==> src/rtl/led_pwm_pkg.sv <==
package led_pwm_pkg;
    localparam logic [1:0] AXI_RESP_OKAY = 2'b00;
    localparam int         LANE_W        = 8;
endpackage

==> src/rtl/led_pwm_regbank.sv <==
module led_pwm_regbank
    import led_pwm_pkg::*;
#(
    parameter int NUM_REGS = 10,
    parameter int ADDR_W   = 6,
    parameter int DATA_W   = 32,
    parameter int DUTY_W   = 8
) (
    input  logic                             clk,
    input  logic                             rst_n,
    input  logic [ADDR_W-1:0]                s_awaddr,
    input  logic                             s_awvalid,
    output logic                             s_awready,
    input  logic [DATA_W-1:0]                s_wdata,
    input  logic [DATA_W/LANE_W-1:0]         s_wstrb,
    input  logic                             s_wvalid,
    output logic                             s_wready,
    output logic [1:0]                       s_bresp,
    output logic                             s_bvalid,
    input  logic                             s_bready,
    input  logic [ADDR_W-1:0]                s_araddr,
    input  logic                             s_arvalid,
    output logic                             s_arready,
    output logic [DATA_W-1:0]                s_rdata,
    output logic [1:0]                       s_rresp,
    output logic                             s_rvalid,
    input  logic                             s_rready,
    output logic [NUM_REGS-1:0][DUTY_W-1:0]  duty_o
);
    localparam int IDX_W  = ADDR_W - 2;
    localparam int LANES  = DATA_W / LANE_W;

    typedef struct packed {
        logic                             aw_have;
        logic [ADDR_W-1:0]                aw_addr;
        logic                             w_have;
        logic [DATA_W-1:0]                w_data;
        logic [LANES-1:0]                 w_strb;
        logic                             bvalid;
        logic                             rvalid;
        logic [DATA_W-1:0]                rdata;
        logic [NUM_REGS-1:0][DATA_W-1:0]  regs;
    } bank_t;

    bank_t st_d, st_q;

    logic              aw_fire, w_fire, ar_fire, do_wr, rd_hit;
    logic [ADDR_W-1:0] wr_addr;
    logic [DATA_W-1:0] wr_data, rd_word;
    logic [LANES-1:0]  wr_strb;

    always_comb begin
        st_d    = st_q;
        aw_fire = s_awvalid & ~st_q.aw_have;
        w_fire  = s_wvalid & ~st_q.w_have;
        ar_fire = s_arvalid & ~st_q.rvalid;
        wr_addr = st_q.aw_have ? st_q.aw_addr : s_awaddr;
        wr_data = st_q.w_have ? st_q.w_data : s_wdata;
        wr_strb = st_q.w_have ? st_q.w_strb : s_wstrb;
        do_wr   = (st_q.aw_have | aw_fire) & (st_q.w_have | w_fire) & ~st_q.bvalid;

        // capture each write channel independently
        if (aw_fire) begin
            st_d.aw_have = 1'b1;
            st_d.aw_addr = s_awaddr;
        end
        if (w_fire) begin
            st_d.w_have = 1'b1;
            st_d.w_data = s_wdata;
            st_d.w_strb = s_wstrb;
        end

        if (st_q.bvalid && s_bready) begin
            st_d.bvalid = 1'b0;
        end
        if (do_wr) begin
            st_d.aw_have = 1'b0;
            st_d.w_have  = 1'b0;
            st_d.bvalid  = 1'b1;
            for (int r = 0; r < NUM_REGS; r++) begin
                if (wr_addr[1:0] == 2'b00 && wr_addr[ADDR_W-1:2] == IDX_W'(r)) begin
                    for (int b = 0; b < LANES; b++) begin
                        if (wr_strb[b]) begin
                            st_d.regs[r][LANE_W*b +: LANE_W] = wr_data[LANE_W*b +: LANE_W];
                        end
                    end
                end
            end
        end

        // read path
        rd_hit  = 1'b0;
        rd_word = '0;
        for (int r = 0; r < NUM_REGS; r++) begin
            if (s_araddr[1:0] == 2'b00 && s_araddr[ADDR_W-1:2] == IDX_W'(r)) begin
                rd_hit  = 1'b1;
                rd_word = st_q.regs[r];
            end
        end
        if (st_q.rvalid && s_rready) begin
            st_d.rvalid = 1'b0;
        end
        if (ar_fire) begin
            st_d.rvalid = 1'b1;
            st_d.rdata  = rd_word;
        end
    end

    always_ff @(posedge clk) begin
        if (!rst_n) begin
            st_q <= '0;
        end else begin
            st_q <= st_d;
        end
    end

    assign s_awready = ~st_q.aw_have;
    assign s_wready  = ~st_q.w_have;
    assign s_bvalid  = st_q.bvalid;
    assign s_bresp   = AXI_RESP_OKAY;
    assign s_arready = ~st_q.rvalid;
    assign s_rvalid  = st_q.rvalid;
    assign s_rdata   = st_q.rdata;
    assign s_rresp   = AXI_RESP_OKAY;

    for (genvar g = 0; g < NUM_REGS; g++) begin : g_duty
        assign duty_o[g] = st_q.regs[g][DUTY_W-1:0];
    end

    AST_BVALID_HOLD: assert property (@(posedge clk) disable iff (!rst_n)
        (s_bvalid && !s_bready) |=> s_bvalid) else $error("bvalid dropped");
    AST_RVALID_HOLD: assert property (@(posedge clk) disable iff (!rst_n)
        (s_rvalid && !s_rready) |=> (s_rvalid && $stable(s_rdata))) else $error("rvalid dropped");
    AST_UNMAPPED_READ_ZERO: assert property (@(posedge clk) disable iff (!rst_n)
        (s_arvalid && s_arready && !rd_hit) |=> (s_rdata == '0)) else $error("unmapped read nonzero");
endmodule

==> src/rtl/led_pwm_timebase.sv <==
module led_pwm_timebase #(
    parameter int DUTY_W     = 8,
    parameter int PRESCALE_W = 6
) (
    input  logic              clk,
    input  logic              rst_n,
    output logic [DUTY_W-1:0] phase_o
);
    localparam int CNT_W = DUTY_W + PRESCALE_W;

    typedef struct packed {
        logic [CNT_W-1:0] cnt;
    } tbase_t;

    tbase_t st_d, st_q;

    always_comb begin
        st_d     = st_q;
        st_d.cnt = st_q.cnt + 1'b1;
    end

    always_ff @(posedge clk) begin
        if (!rst_n) begin
            st_q <= '0;
        end else begin
            st_q <= st_d;
        end
    end

    assign phase_o = st_q.cnt[CNT_W-1 -: DUTY_W];

    AST_COUNTER_WRAP: assert property (@(posedge clk) disable iff (!rst_n)
        (st_q.cnt == '1) |=> (st_q.cnt == '0)) else $error("counter did not wrap");
endmodule

==> src/rtl/led_pwm_channel.sv <==
module led_pwm_channel #(
    parameter int DUTY_W = 8
) (
    input  logic              clk,
    input  logic              rst_n,
    input  logic [DUTY_W-1:0] phase_i,
    input  logic [DUTY_W-1:0] duty_i,
    output logic              pin_o
);
    typedef struct packed {
        logic pin;
    } chan_t;

    chan_t st_d, st_q;

    always_comb begin
        st_d     = st_q;
        st_d.pin = (phase_i < duty_i);
    end

    always_ff @(posedge clk) begin
        if (!rst_n) begin
            st_q <= '0;
        end else begin
            st_q <= st_d;
        end
    end

    assign pin_o = st_q.pin;

    AST_ZERO_DUTY_LOW: assert property (@(posedge clk) disable iff (!rst_n)
        (duty_i == '0) |=> !pin_o) else $error("zero duty drove pin high");
endmodule

==> src/rtl/led_pwm_axil.sv <==
module led_pwm_axil
    import led_pwm_pkg::*;
#(
    parameter int NUM_MONO   = 4,
    parameter int NUM_RGB    = 2,
    parameter int ADDR_W     = 6,
    parameter int DATA_W     = 32,
    parameter int DUTY_W     = 8,
    parameter int PRESCALE_W = 6
) (
    input  logic                     clk,
    input  logic                     rst_n,
    input  logic [ADDR_W-1:0]        s_awaddr,
    input  logic                     s_awvalid,
    output logic                     s_awready,
    input  logic [DATA_W-1:0]        s_wdata,
    input  logic [DATA_W/LANE_W-1:0] s_wstrb,
    input  logic                     s_wvalid,
    output logic                     s_wready,
    output logic [1:0]               s_bresp,
    output logic                     s_bvalid,
    input  logic                     s_bready,
    input  logic [ADDR_W-1:0]        s_araddr,
    input  logic                     s_arvalid,
    output logic                     s_arready,
    output logic [DATA_W-1:0]        s_rdata,
    output logic [1:0]               s_rresp,
    output logic                     s_rvalid,
    input  logic                     s_rready,
    output logic [NUM_MONO-1:0]      led_mono,
    output logic [3*NUM_RGB-1:0]     led_rgb
);
    localparam int NUM_CH = NUM_MONO + 3 * NUM_RGB;

    logic [NUM_CH-1:0][DUTY_W-1:0] duty;
    logic [DUTY_W-1:0]             phase;
    logic [NUM_CH-1:0]             pins;

    led_pwm_regbank #(
        .NUM_REGS (NUM_CH),
        .ADDR_W   (ADDR_W),
        .DATA_W   (DATA_W),
        .DUTY_W   (DUTY_W)
    ) u_bank (
        .clk       (clk),
        .rst_n     (rst_n),
        .s_awaddr  (s_awaddr),
        .s_awvalid (s_awvalid),
        .s_awready (s_awready),
        .s_wdata   (s_wdata),
        .s_wstrb   (s_wstrb),
        .s_wvalid  (s_wvalid),
        .s_wready  (s_wready),
        .s_bresp   (s_bresp),
        .s_bvalid  (s_bvalid),
        .s_bready  (s_bready),
        .s_araddr  (s_araddr),
        .s_arvalid (s_arvalid),
        .s_arready (s_arready),
        .s_rdata   (s_rdata),
        .s_rresp   (s_rresp),
        .s_rvalid  (s_rvalid),
        .s_rready  (s_rready),
        .duty_o    (duty)
    );

    led_pwm_timebase #(
        .DUTY_W     (DUTY_W),
        .PRESCALE_W (PRESCALE_W)
    ) u_tbase (
        .clk     (clk),
        .rst_n   (rst_n),
        .phase_o (phase)
    );

    for (genvar c = 0; c < NUM_CH; c++) begin : g_chan
        led_pwm_channel #(
            .DUTY_W (DUTY_W)
        ) u_chan (
            .clk     (clk),
            .rst_n   (rst_n),
            .phase_i (phase),
            .duty_i  (duty[c]),
            .pin_o   (pins[c])
        );
    end

    assign led_mono = pins[NUM_MONO-1:0];
    assign led_rgb  = pins[NUM_CH-1:NUM_MONO];

    AST_RESET_PINS_LOW: assert property (@(posedge clk)
        !rst_n |=> (led_mono == '0 && led_rgb == '0)) else $error("pins high after reset");
endmodule

==> config.mk <==
export PLATFORM = sky130hd
export DESIGN_NAME = led_pwm_axil
export DESIGN_NICKNAME = d
export VERILOG_FILES = /design/src/rtl/led_pwm_pkg.sv /design/src/rtl/led_pwm_regbank.sv /design/src/rtl/led_pwm_timebase.sv /design/src/rtl/led_pwm_channel.sv /design/src/rtl/led_pwm_axil.sv
export SDC_FILE = /design/constraint.sdc
export NUM_CORES = 1
export LEC_CHECK = 0
export BUFFER_PORTS_ARGS = -buffer_cell sky130_fd_sc_hd__buf_4
export CORE_MARGIN = 8
export CORE_UTILIZATION = 52
export DETAILED_ROUTE_END_ITERATION = 8
export PLACE_DENSITY = 0.84
export SYNTH_ARGS = -nofsm -noshare
export SYNTH_HDL_FRONTEND = slang
export SYNTH_SLANG_ARGS = --single-unit
==> constraint.sdc <==
create_clock -name clk -period 2.15 [get_ports clk]
set_input_delay 0.215 -clock clk [delete_from_list [all_inputs] [get_ports clk]]
set_output_delay 0.215 -clock clk [all_outputs]
set_load 0.02 [all_outputs]
Word level (Yosys, flattened, before mapping)
Cells that the tools add are included. W data, S select, Z words.

Output and inout bits: 51. Bits in registers: 422. Input bits: 55.

Mux-type cells: 17. Bitwise gates (word level): 12. Add/sub/neg operators: 1. Reductions and logical operators: 69. Magnitude comparators: 10. Eq/ne operators: 18.

Operator list (number): $mux W32 (11); $reduce_and A3 Y1 (40); $lt A8 B8 Y1 (10); $mux W33 (1); $eq A4 B3 Y1 const B (8); $logic_and A1 B1 Y1 (22); $eq A4 B2 Y1 const B (4); $eq A4 B4 Y1 const B (4); $add A14 B1 Y14 const B (1); $eq A4 B1 Y1 const B (2); $logic_not A4 Y1 (2); $mux W6 (1); $and A1 B1 Y1 (5); $not A1 Y1 (5); $logic_not A2 Y1 (2); $mux W4 (1); $reduce_bool A2 Y1 (2); $mux W1 (3); $or A1 B1 Y1 (2); $reduce_or A2 Y1 (1).

Logic depth before layout (Yosys ltp)
Gate-level depths: netlist of the first run.

Depth in word-level cells: 13. Gate-level depth with buffers: 9. Mapped depth without buffers: 7.

Hierarchy
Synthesis of the first run repeated with hierarchy kept, for this count alone.

Cells, all modules: 2299. Area, all modules: 21030.2 sq um.

By module, submodules not included: led_pwm_regbank (cells an instance 1959, area an instance 18316.3 sq um, seq. area each 7967.6 sq um, instances 1); led_pwm_channel at g_chan[0].u_chan ... (cells an instance 27, area an instance 203.9 sq um, seq. area each 20.0 sq um, instances 9); led_pwm_timebase (cells an instance 70, area an instance 669.4 sq um, seq. area each 280.3 sq um, instances 1); led_pwm_channel at g_chan[7].u_chan (cells an instance 27, area an instance 209.0 sq um, seq. area each 20.0 sq um, instances 1).

Worst setup path after synthesis of the first run
Ideal clock, no wire load.

Path type: reg2reg. Start: register u_bank.st_q[397] (netlist bit). End: register u_bank.st_q[127] (netlist bit). Required time: 2027 ps. Cell stages (with the launch flop): 10. Path slack: 45 ps. Arrival time: 1982 ps. Buffers on the path: 4. Clock period less this slack: 2105 ps. Path through: dfxtp_1 buf_6 buf_2 mux2_2 a211oi_4 buf_8 nand3_4 buf_2 nand3_1 o21ai_0.

Word-level cells in the longest chain between the ends: 6. Elaborated cells between the ends (all ways): 10.

Ends and longest elaborated chain: from (decl) (RTL line led_pwm_regbank.sv:45) `bank_t st_d, st_q;`; from (signal assigned) (RTL line led_pwm_regbank.sv:113) `st_q <= st_d;`; $not A1 Y1 (RTL line led_pwm_regbank.sv:54) `aw_fire = s_awvalid & ~st_q.aw_have;`; $and A1 B1 Y1 (RTL line led_pwm_regbank.sv:54); $or A1 B1 Y1 (RTL line led_pwm_regbank.sv:60) `do_wr = (st_q.aw_have | aw_fire) & (st_q.w_have | w_fire) & ~st_q.bvalid;`; $and A1 B1 Y1 (2 in a row) (RTL line led_pwm_regbank.sv:60); $reduce_and A3 Y1 (no line) (*).

Every way passes the cells marked *; elsewhere a longest branch is shown, timed or not. A chain may end at the register's enable or synchronous reset.

Worst setup path after layout of the first run
Start: register u_bank.st_q[397] (netlist bit). End: register u_bank.st_q[16] (netlist bit).

Same word-level chain as after synthesis.

==> results.md, run 1 <==
* CP Launch Type: flop
* Setup ws final at -167 ps
* Pwr dens at 750 nW/um^2
* Setup WS pre-CTS at -83.6 ps
* Skew-Pair Late Insertion Delay at 560 ps
* Post-placement cell count at 2,821
* Distinct cells, synth at 70
* Mapped cell area at 20,300 sq um
* Total GRT Usage at 26.8%
* Inserted Clock Buffers at 44
* Drt drc at 0
* Leakage at 10.0 nW
* Clk_skew at 18.0 ps
* Worst Hold Class: input pin to flop
* I/O pin count at 106
* Initial DRC Count at 1,834
* Net Sw Frac at 24.1%
* Fmax at 432 MHz
* Post-DP HPWL at 43,000 microns
* Critical-path top delay cell: or3b_4
* Multi-input gate area at 10,500 sq um
* Area added between synthesis and finish at 19.0%
* Max-cap check violation count at 0
* Crit path max-delay family: simple AND/OR/NAND/NOR gates
* Post-DR wirelength/cell at 21.8 microns
* Port bufs at 101
* Slowest cell delay on critical path at 410 ps
* TritonRoute pass-1 iters at 6
* Synthesis-stage register bit count at 422
* Via count at 18,700
* WP data arrival at 2730 ps
* Crit path max fanout at 16
* Initial Util at 52.6%
* Drt via density at 6.30
* Sequential share of the synthesized area at 41.6%
* Clock buffer depth at 3
* Clock power frac at 46.8%
* Worst r2r dst: u_bank.st_q[16]$_SDFFE_PN0P_
* Fin cells at 2,965
* Hold Vio Cnt, Final at 0
* Most Frequent Cell on Critical Path: buf_12
* TritonCTS clock tree: yes
* Commonest non-fill, non-tap cell in the layout: dfxtp_1
* Worst reg2reg setup slack at -170 ps
* Crit path time final at 2320 ps
* CTS H-tree depth at 2
* Row count at 72
* Final #Nets at 2,538
* Final worst-path cycle share at 108%
* Total Wirelength at 64,600 microns
* Final ANT Viol Nets at 0
* Worst path required time at 2560 ps
* Routability congestion estimate at 0.982
* Max-slew violation count at 0
* Die Y at 214 microns
* Internal power at 13.8 mW
* Slew @ Worst Pin at 676 ps
* Setup violators final at 51
* Outcome: finished, violations left
* Core area at 38,600 sq um
* RSZ-0062 raised after global routing: true
* Most frequent cells in the layout: dfxtp_1, nand2_1, nand3_1
* Top_reg_cell synth: dfxtp_1
* Combinational Power Share at 8.9%
* Number of global-route vias before repair at 18,600
* Clock transition at path regs at 70 ps
* Headroom to the max-slew limit at 54.9%
* EDFF count, synth at 0
* Initial antenna violation count at 1
* Die Wd at 214 microns
* Total net switching power at 4.36 mW
* Setup CP Type: flop to flop
* Post-Syn Area per Cell at 8.83 sq um
* RR Startpoint: u_bank.st_q[397]$_SDFFE_PP0P_
* Crit path cell chain: or3b_4 -> buf_6 -> a211oi_4 -> buf_12 -> buf_12 -> nand3_4 -> nand3_1 -> o21ai_0
* Hold Startpoint: rst_n
* FF-to-FF path depth at 8
* Worst hold path depth at 3
* Gate Count Post-Synth at 2,298
* Largest net degree at the start of global routing at 108
* Clock sink total at 422
* # fillers at 2,995
* Worst path bufs/invs at 3
* Hold Path End: u_bank.s_rdata[5]$_SDFFE_PN0P_
* CTS root buf: clkbuf_16
* Hold WS at 53.7 ps
* Top cells by area, synth: dfxtp_1, nand3_1, o21ai_0
* Asr flop ratio synth at 0%
* Violated checks: negative setup slack
* Setup crit end kind: flop
* Global-route wire length before repair at 97,700 microns
* Share of cells above drive strength 1 at 16.7%
* Largest area contributor in the netlist: dfxtp_1
* DIE AREA at 45,600 sq um
* Grt ovf at 0
* Register area at 8460 sq um
* Flop pwr share at 44.2%
* Yosys warns at 0
* Post-synth top area share at 41.6%
* Worst vdd ir at 580 uV
==> cell type report <==
cell class                      instances  share of cell area, %
Clock buffer                           56                   5.17
Multi-Input combinational cell       1585                   43.6
Sequential cell                       422                   35.0
Clock inverter                         24                   1.55
Inverter                               80                   1.24
Antenna cell                            1                 0.0104
Tap cell                              518                   2.68
Timing Repair Buffer                  279                   10.8
==> how the worst max path moves through the flow <==
stage               depth (start not counted)                         endpoint                           from
finish                                      8     u_bank.st_q[16]$_SDFFE_PN0P_  u_bank.st_q[397]$_SDFFE_PP0P_
global route                                8     u_bank.st_q[16]$_SDFFE_PN0P_  u_bank.st_q[397]$_SDFFE_PP0P_
CTS                                         8    u_bank.st_q[152]$_SDFFE_PN0P_  u_bank.st_q[397]$_SDFFE_PP0P_
detailed placement                          7    u_bank.st_q[251]$_SDFFE_PN0P_  u_bank.st_q[397]$_SDFFE_PP0P_
global placement                            9  u_bank.s_rdata[11]$_SDFFE_PN0P_                    s_araddr[1]
floorplan                                   9    u_bank.st_q[127]$_SDFFE_PN0P_  u_bank.st_q[397]$_SDFFE_PP0P_
==> flip-flops by register name (all words and copies together) (netlist names) <==
signal and count:
u_bank.s_rdata 32, u_bank.duty_o 80, u_bank.s_rvalid 1, u_bank.s_bvalid 1, u_tbase.st_q 14, g_chan.u_chan.pin_o 10
u_bank.st_q 284
==> synthesized netlist by cell type, types with 11 or more instances <==
| library cell | number |
|---|---|
| buf_2 | 30 |
| nand3_1 | 232 |
| or3_1 | 16 |
| nor3b_1 | 27 |
| a221o_1 | 13 |
| a21boi_0 | 37 |
| o22ai_1 | 50 |
| o31ai_1 | 21 |
| and2_1 | 27 |
| ha_1 | 71 |
| buf_1 | 21 |
| inv_1 | 80 |
| a211oi_1 | 21 |
| a221oi_1 | 11 |
| mux2i_1 | 102 |
| a21oi_1 | 53 |
| nand2_1 | 248 |
| nand2b_1 | 22 |
| dfxtp_1 | 422 |
| nand4_1 | 14 |
| o211a_1 | 79 |
| nor2_1 | 61 |
| clkbuf_1 | 92 |
| nor2b_1 | 55 |
| mux2_2 | 47 |
| o21ai_0 | 225 |
| a22oi_1 | 19 |
| a21o_1 | 14 |
| buf_4 | 66 |
==> worst reg2reg max path: cells and delay by family (launching register included) <==
kind / cells / cell delay, ps
and+or+nand+nor: 3 / 920
AOI/OAI and AO/OA: 2 / 400
buffers and inverters: 3 / 480
DFF: 1 / 390
==> through the flow <==
stage	area, sq um	power [mW]	TNS (ps)	util (%)
floorplan	20300	9.05	0	-
global placement	21800	9.55	-135	56.6
detailed placement	21800	9.60	-399	56.6
CTS	23900	18.0	-3.63	62.0
global route	24200	18.6	-5400	62.6
finish	24200	18.1	-1980	62.6
==> layer usage <==
metal,share of wire [%],routed length (microns),track usage (%)
met5,0,0,0
met3,8.7,5590,4.38
met2,47,30600,45.7
met4,7.2,4690,18.1
met1,37,23700,30.8
==> logic make-up (layout without fill, tap and decap cells) <==
logic type,after synthesis,count (layout),synth area share [%]
compound gates,597,597,19.9
buf+inv,294,439,7.05
mux,149,149,7.64
xor+xnor,12,12,0.518
fa+ha+maj,71,71,4.38
flops,422,422,41.6
other cells,1,5,0.0185
simple gates,752,752,18.9
==> power groups by stage <==
stage	Combinational (mW)	Sequential [mW]	Clock, mW
6_report	1.62	8.01	8.48
4_1_cts	1.51	8.00	8.51
2_1_floorplan	0.912	8.14	0
5_1_grt	1.69	8.01	8.85
3_3_place_gp	1.39	8.16	0
3_5_place_dp	1.42	8.17	0
==> what timing repair did <==
action / CTS / global route
setup endpoints to repair: 90 / 133
setup buffers: 0 / 15
gates resized for setup: 6 / 22
gates cloned: 0 / 2
hold endpoints to repair: 45 / 0
pin swaps: 1 / 5
hold buffers: 46 / 0
(Power assumes the default switching activity.)
==> run 2: changes to the inputs <==
- ABC_AREA: default -> 1
==> run 2 against run 1 <==
Against the previous run:
- the run now ends clean
- clock power is 11% lower
- fmax is 7.9% higher
- count of clock-buffer cells in the layout increased by 11
- register-to-register slack gained 170 ps
- worst hold slack lost 44 ps
==> results.md, run 2 <==
* Max-slew violation count at 0
* Commonest non-fill, non-tap cell in the layout: a21oi_1
* Post-synth top cells: a21oi_1, nand2_1, dfxtp_1, o21ai_0, inv_1
* Multi-input gate area at 9030 sq um
* Total net switching power at 4.16 mW
* Row count at 71
* CTS root buf: clkbuf_16
* Grt ovf at 0
* Combinational Power Share at 8.9%
* Area added between synthesis and finish at 16.7%
* Asr flop ratio synth at 0%
* Skew-Pair Late Insertion Delay at 560 ps
* Drt via density at 5.61
* CTS H-tree depth at 2
* Internal power at 12.9 mW
* DIE AREA at 43,900 sq um
* Biggest register: u_bank.st_q
* Die Y at 210 microns
* Setup WS pre-CTS at -40.7 ps
* Slew @ Worst Pin at 694 ps
* Number of global-route vias before repair at 17,600
* Ant. Diodes at 0
* Clock sink total at 422
* Worst Hold Class: input pin to flop
* Clock power frac at 44.3%
* Setup CP Type: flop to flop
* Top_reg_cell synth: dfxtp_1
* Pwr dens at 751 nW/um^2
* Crit path max fanout at 16
* Setup violators final at 0
* Largest area contributor in the netlist: dfxtp_1
* Fmax at 466 MHz
* Net Sw Frac at 24.4%
* I/O pin count at 106
* Port bufs at 101
* Register area at 8450 sq um
* Max FFs per register at 284
* Share of cells above drive strength 1 at 11.3%
* Setup crit end kind: flop
* Final ANT Viol Nets at 0
* Post-route total power at 17.1 mW
* TritonRoute pass-1 iters at 5
* RSZ-0062 raised after global routing: true
* Mapped cell area at 19,500 sq um
* Clock buffer depth at 3
* Clk_skew at 18.3 ps
* Final worst-path cycle share at 99.9%
* Total GRT Usage at 23.5%
* Core area at 37,300 sq um
* Outcome: completed
* Max-cap check violation count at 0
* Initial DRC Count at 2,019
* Yosys warns at 0
* Drt drc at 0
* Top cells by area, synth: dfxtp_1, a21oi_1, nand2_1
* Flop pwr share at 46.8%
* # fillers at 3,181
* Post-Syn Area per Cell at 7.21 sq um
* Die Wd at 210 microns
* Post-DR wirelength/cell at 16.3 microns
* Synthesis-stage register bit count at 422
* Distinct cells, synth at 33
* Hold Vio Cnt, Final at 0
* TritonCTS clock tree: yes
* Sequential share of the synthesized area at 43.3%
* Clock transition at path regs at 60 ps
* EDFF count, synth at 0
* CP Launch Type: flop
* Headroom to the max-slew limit at 53.7%
* Crit path time final at 2150 ps
* Total Wirelength at 53,600 microns
* Largest net degree at the start of global routing at 126
* Gate Count Post-Synth at 2,705
* WP data arrival at 2570 ps
* Leakage at 8.47 nW
* Global-route wire length before repair at 87,200 microns
* Worst path required time at 2570 ps
* Post-DP HPWL at 36,200 microns
* Post-synth top area share at 43.3%
* Most frequent cells in the layout: a21oi_1, nand2_1, dfxtp_1
* Worst vdd ir at 593 uV
* Inserted Clock Buffers at 44
* Initial antenna violation count at 0
* Routability congestion estimate at 0.887
* Final #Nets at 2,912
* Initial Util at 52.2%
* Top-count cell post-synth: a21oi_1
* Via count at 18,500
* Setup ws final at 2.49 ps
## run 2: changes by cell type after synthesis, moves of 79 or more
cell | before | now
o21ai_0 | 225 | 313
a21oi_1 | 53 | 519
nand2_1 | 248 | 457
inv_1 | 80 | 306
mux2i_1 | 102 | 0
nand3_1 | 232 | 123
o211a_1 | 79 | 0
## run 2: power groups by stage
stage          logic, mW  registers, mW  clock network, mW
2_1_floorplan      0.824           8.15                  0
6_report            1.52           7.99               7.57
3_5_place_dp        1.37           8.16                  0
5_1_grt             1.65           8.00               8.01
4_1_cts             1.44           7.99               7.66
3_3_place_gp        1.32           8.15                  0
## run 2: cell type report
cell class | instances | area share, %
flip-flops and latches | 422 | 37.1
multi-input cells | 1775 | 39.7
repair buffers | 231 | 9.05
well taps | 474 | 2.61
clock buffers | 67 | 5.80
clock inverters | 10 | 0.523
inverters | 312 | 5.16
## run 2: what timing repair did
item                                    in CTS  in global routing
resized for setup                            4                 43
hold buffers                                43                  0
endpoints found under the hold margin       42                  0
setup buffers                                0                  1
endpoints found under the setup margin      17                234
cloned                                       0                  1
## run 2: logic make-up (layout without fill, tap and decap cells)
logic type / Yosys count / after routing / share of synthesized area, %
compound gates: 903 / 903 / 23.5
other cells: 1 / 4 / 0.0192
fa+ha+maj: 71 / 71 / 4.56
simple gates: 797 / 797 / 17.4
buf+inv: 511 / 620 / 11.2
flops: 422 / 422 / 43.3
## run 2: routing by layer
| layer | global-route usage, % | vias up | routed length, microns |
|---|---|---|---|
| met2 | 37.6 | 906 | 24000 |
| met1 | 32.2 | 8402 | 23600 |
| met3 | 3.70 | 92 | 4910 |
| li1 | - | 9078 | - |
| met4 | 7.41 | 0 | 1120 |
| met5 | 0 | - | 0 |
## run 2: final timing paths
| check | from | to | cells past startpoint | slack (ps) |
|---|---|---|---|---|
| worst max-delay path | u_bank.st_q[397]$_SDFFE_PP0P_ | u_bank.duty_o[78]$_SDFFE_PN0P_ | 11 | 2 |
| worst min-delay path | s_wdata[27] | u_bank.st_q[385]$_SDFFE_PN0P_ | 3 | 10 |
| worst max register to register | u_bank.st_q[397]$_SDFFE_PP0P_ | u_bank.duty_o[78]$_SDFFE_PN0P_ | 11 | 2 |
| worst min register to register | u_bank.st_q[118]$_SDFFE_PN0P_ | u_bank.st_q[118]$_SDFFE_PN0P_ | 2 | 450 |
## run 2: metrics by stage
stage	hold WS [ps]	cells	cell area [sq um]	setup TNS (ps)	util, %
floorplan	305	2708	19500	0	-
global route	62.4	3291	22700	-3830	61.0
CTS	13.0	3289	22600	-44.7	60.5
finish	9.65	3291	22700	0	61.0
detailed placement	437	3169	20700	-228	55.5
global placement	425	3169	20700	0	55.5
## run 2: critical path: stages (launching register included)
cell and delay [ps]:
dfxtp_1 330, buf_4 160, nand2_1 70, o21ai_1 110, inv_1 80, nor2_1 80, inv_1 110, nor3b_2 200
buf_4 220, nand2_1 310, o21ai_0 290, a21oi_1 60
==> run 3: changes to the inputs <==
- CORE_UTILIZATION: 52 -> 45
- PLACE_DENSITY: 0.84 -> 0.76
==> run 3 against run 2 <==
Against the previous run:
- power increased by 6.1%
- fmax increased by 6.8%
- setup slack improved by 140 ps
- count of clock-buffer cells in the layout decreased by 8
- clock skew increased by 1.3 ps
- combinational power about the same
- largest power group is now the clock network
==> results.md, run 3 (synthesis gave the netlist of run 2 again) <==
* Routability congestion estimate at 0.861
* Area added between synthesis and finish at 18.8%
* Core area at 42,900 sq um
* Number of global-route vias before repair at 17,100
* Final design utilization at 54.0%
* Clk_skew at 19.5 ps
* I/O pin count at 106
* Biggest register: u_bank.st_q
* Max-slew violation count at 0
* Setup CP Type: flop to flop
* Net Sw Frac at 23.5%
* Worst path required time at 2590 ps
* FF-to-FF path depth at 11
* Internal power at 13.9 mW
* Drt via density at 5.36
* Worst path bufs/invs at 3
* Worst vdd ir at 594 uV
* Clock sink total at 422
* Crit path from: u_bank.st_q[397]$_SDFFE_PP0P_
* Setup violators final at 0
* Die Wd at 224 microns
* Worst Hold Class: input pin to flop
* Crit path time final at 2010 ps
* Via count at 18,300
* Drt drc at 0
* Global-route wire length before repair at 86,200 microns
* DIE AREA at 50,200 sq um
* Max FFs per register at 284
* Setup WS pre-CTS at -80.5 ps
* Port bufs at 101
* Largest net degree at the start of global routing at 167
* Crit path cell chain: buf_4 -> nand2_1 -> o21ai_2 -> inv_2 -> nor2_1 -> nand2_1 -> nor2_2 -> buf_12 -> nand2_2 -> o21ai_0 -> a21oi_1
* WP data arrival at 2450 ps
* Grt ovf at 0
* Leakage at 8.57 nW
* Hold WS at 15.0 ps
* CTS H-tree depth at 2
* Final #Nets at 2,920
* Setup ws final at 140 ps
* Die Y at 224 microns
* Pwr dens at 783 nW/um^2
* Clock buffer depth at 3
* Final worst-path cycle share at 93.5%
* Total GRT Usage at 20.4%
* Total Wirelength at 53,700 microns
* Crit path max fanout at 20
* Post-DR wirelength/cell at 15.7 microns
* Inserted Clock Buffers at 45
* Fin cells at 3,413
* Initial DRC Count at 1,822
* Placed instance area at 20,900 sq um
* Clock power frac at 47.6%
* Register area at 8450 sq um
* Slowest cell delay on critical path at 360 ps
* CP Launch Type: flop
* TritonCTS clock tree: yes
* RR Startpoint: u_bank.st_q[397]$_SDFFE_PP0P_
* Headroom to the max-slew limit at 49.7%
* Combinational Power Share at 8.4%
* Slew @ Worst Pin at 755 ps
* Post-placement cell count at 3,286
* Multi-input gate area at 9000 sq um
* Skew-Pair Late Insertion Delay at 560 ps
* Fmax at 498 MHz
* Commonest non-fill, non-tap cell in the layout: a21oi_1
* Row count at 76
* Share of cells above drive strength 1 at 11.7%
* Flop pwr share at 44.1%
* Cell area after layout at 23,200 sq um
* Clock transition at path regs at 60 ps
* Most Frequent Cell on Critical Path: nand2_1
* Max-cap check violation count at 0
* Most frequent cells in the layout: a21oi_1, nand2_1, dfxtp_1
* Setup crit end: u_bank.st_q[150]$_SDFFE_PN0P_
* Final ANT Viol Nets at 0
* Initial antenna violation count at 0
* Hold Vio Cnt, Final at 0
* Post-DP HPWL at 36,900 microns
* Number of cells on the critical path at 11
* Crit path max-delay family: simple AND/OR/NAND/NOR gates
* Worst r2r dst: u_bank.st_q[150]$_SDFFE_PN0P_
* Critical-path top delay cell: dfxtp_1
* Worst reg2reg setup slack at 140 ps
* Setup crit end kind: flop
* # fillers at 3,896
* Outcome: completed
* Initial Util at 45.4%
* TritonRoute pass-1 iters at 6
* CTS root buf: clkbuf_16
* RSZ-0062 raised after global routing: true
* Total net switching power at 4.25 mW
* Ant. Diodes at 0
[run 3: cell types whose count changed in the layout (fill, tap and decap cells not counted), sizes merged]
| cell | previous run | this run |
|---|---|---|
| inv | 311 | 310 |
| clkinv | 9 | 12 |
| clkbuf | 68 | 60 |
| bufinv | 2 | 11 |
| dlygate4sd3 | 43 | 45 |
| clkinvlp | 0 | 1 |
| buf | 187 | 192 |
[run 3: final cells by class]
type,count,area share [%]
Sequential cell,422,36.5
Multi-Input combinational cell,1775,38.9
Tap cell,585,3.16
Clock buffer,59,5.40
Clock inverter,22,1.77
Timing Repair Buffer,238,9.26
Inverter,312,5.07
[run 3: worst min-delay path by stage]
| stage | cells after the start | to | from |
|---|---|---|---|
| finish | 3 | u_bank.st_q[397]$_SDFFE_PP0P_ | s_awvalid |
| global route | 3 | u_bank.st_q[389]$_SDFFE_PN0P_ | s_wdata[31] |
| CTS | 3 | u_bank.st_q[397]$_SDFFE_PP0P_ | s_awvalid |
| detailed placement | 2 | u_bank.st_q[149]$_SDFFE_PN0P_ | u_bank.st_q[149]$_SDFFE_PN0P_ |
| global placement | 1 | u_tbase.st_q[0]$_SDFF_PN0_ | u_tbase.st_q[0]$_SDFF_PN0_ |
| floorplan | 1 | u_bank.st_q[354]$_SDFFE_PN0P_ | s_wvalid |
[run 3: layer usage]
metal / vias to the layer above / track usage (%) / wire, microns
met1: 8303 / 28.9 / 24100
li1: 9100 / - / -
met4: 0 / 6.01 / 1210
met3: 97 / 3.70 / 4720
met5: - / 0 / 0
met2: 804 / 31.3 / 23600
[run 3: power groups by stage]
stage          Clock (mW)  Combinational, mW  Sequential [mW]
2_1_floorplan           0              0.824             8.15
3_3_place_gp            0               1.35             8.16
3_5_place_dp            0               1.38             8.16
4_1_cts              8.75               1.46             7.99
5_1_grt              9.07               1.66             8.00
6_report             8.62               1.52             7.99
[run 3: stage by stage]
stage	total power [mW]	TNS (ps)
after floorplan	8.98	0
after global placement	9.50	0
after detailed placement	9.54	-1070
after CTS	18.2	-689
after global routing	18.7	-41.5
final	18.1	0
[run 3: what timing repair did]
item | 4_1_cts | 5_1_grt
gates resized for setup | 4 | 39
buffers inserted | 0 | 0
hold buffers | 45 | 0
endpoints found under the setup margin | 43 | 260
gates cloned | 0 | 1
hold endpoints to repair | 46 | 0
[run 3: worst reg2reg max path, stage by stage (launching register included)]
cell and delay [ps]:
dfxtp_1 360, buf_4 170, nand2_1 70, o21ai_2 80, inv_2 50, nor2_1 80
nand2_1 200, nor2_2 210, buf_12 170, nand2_2 180, o21ai_0 260, a21oi_1 60
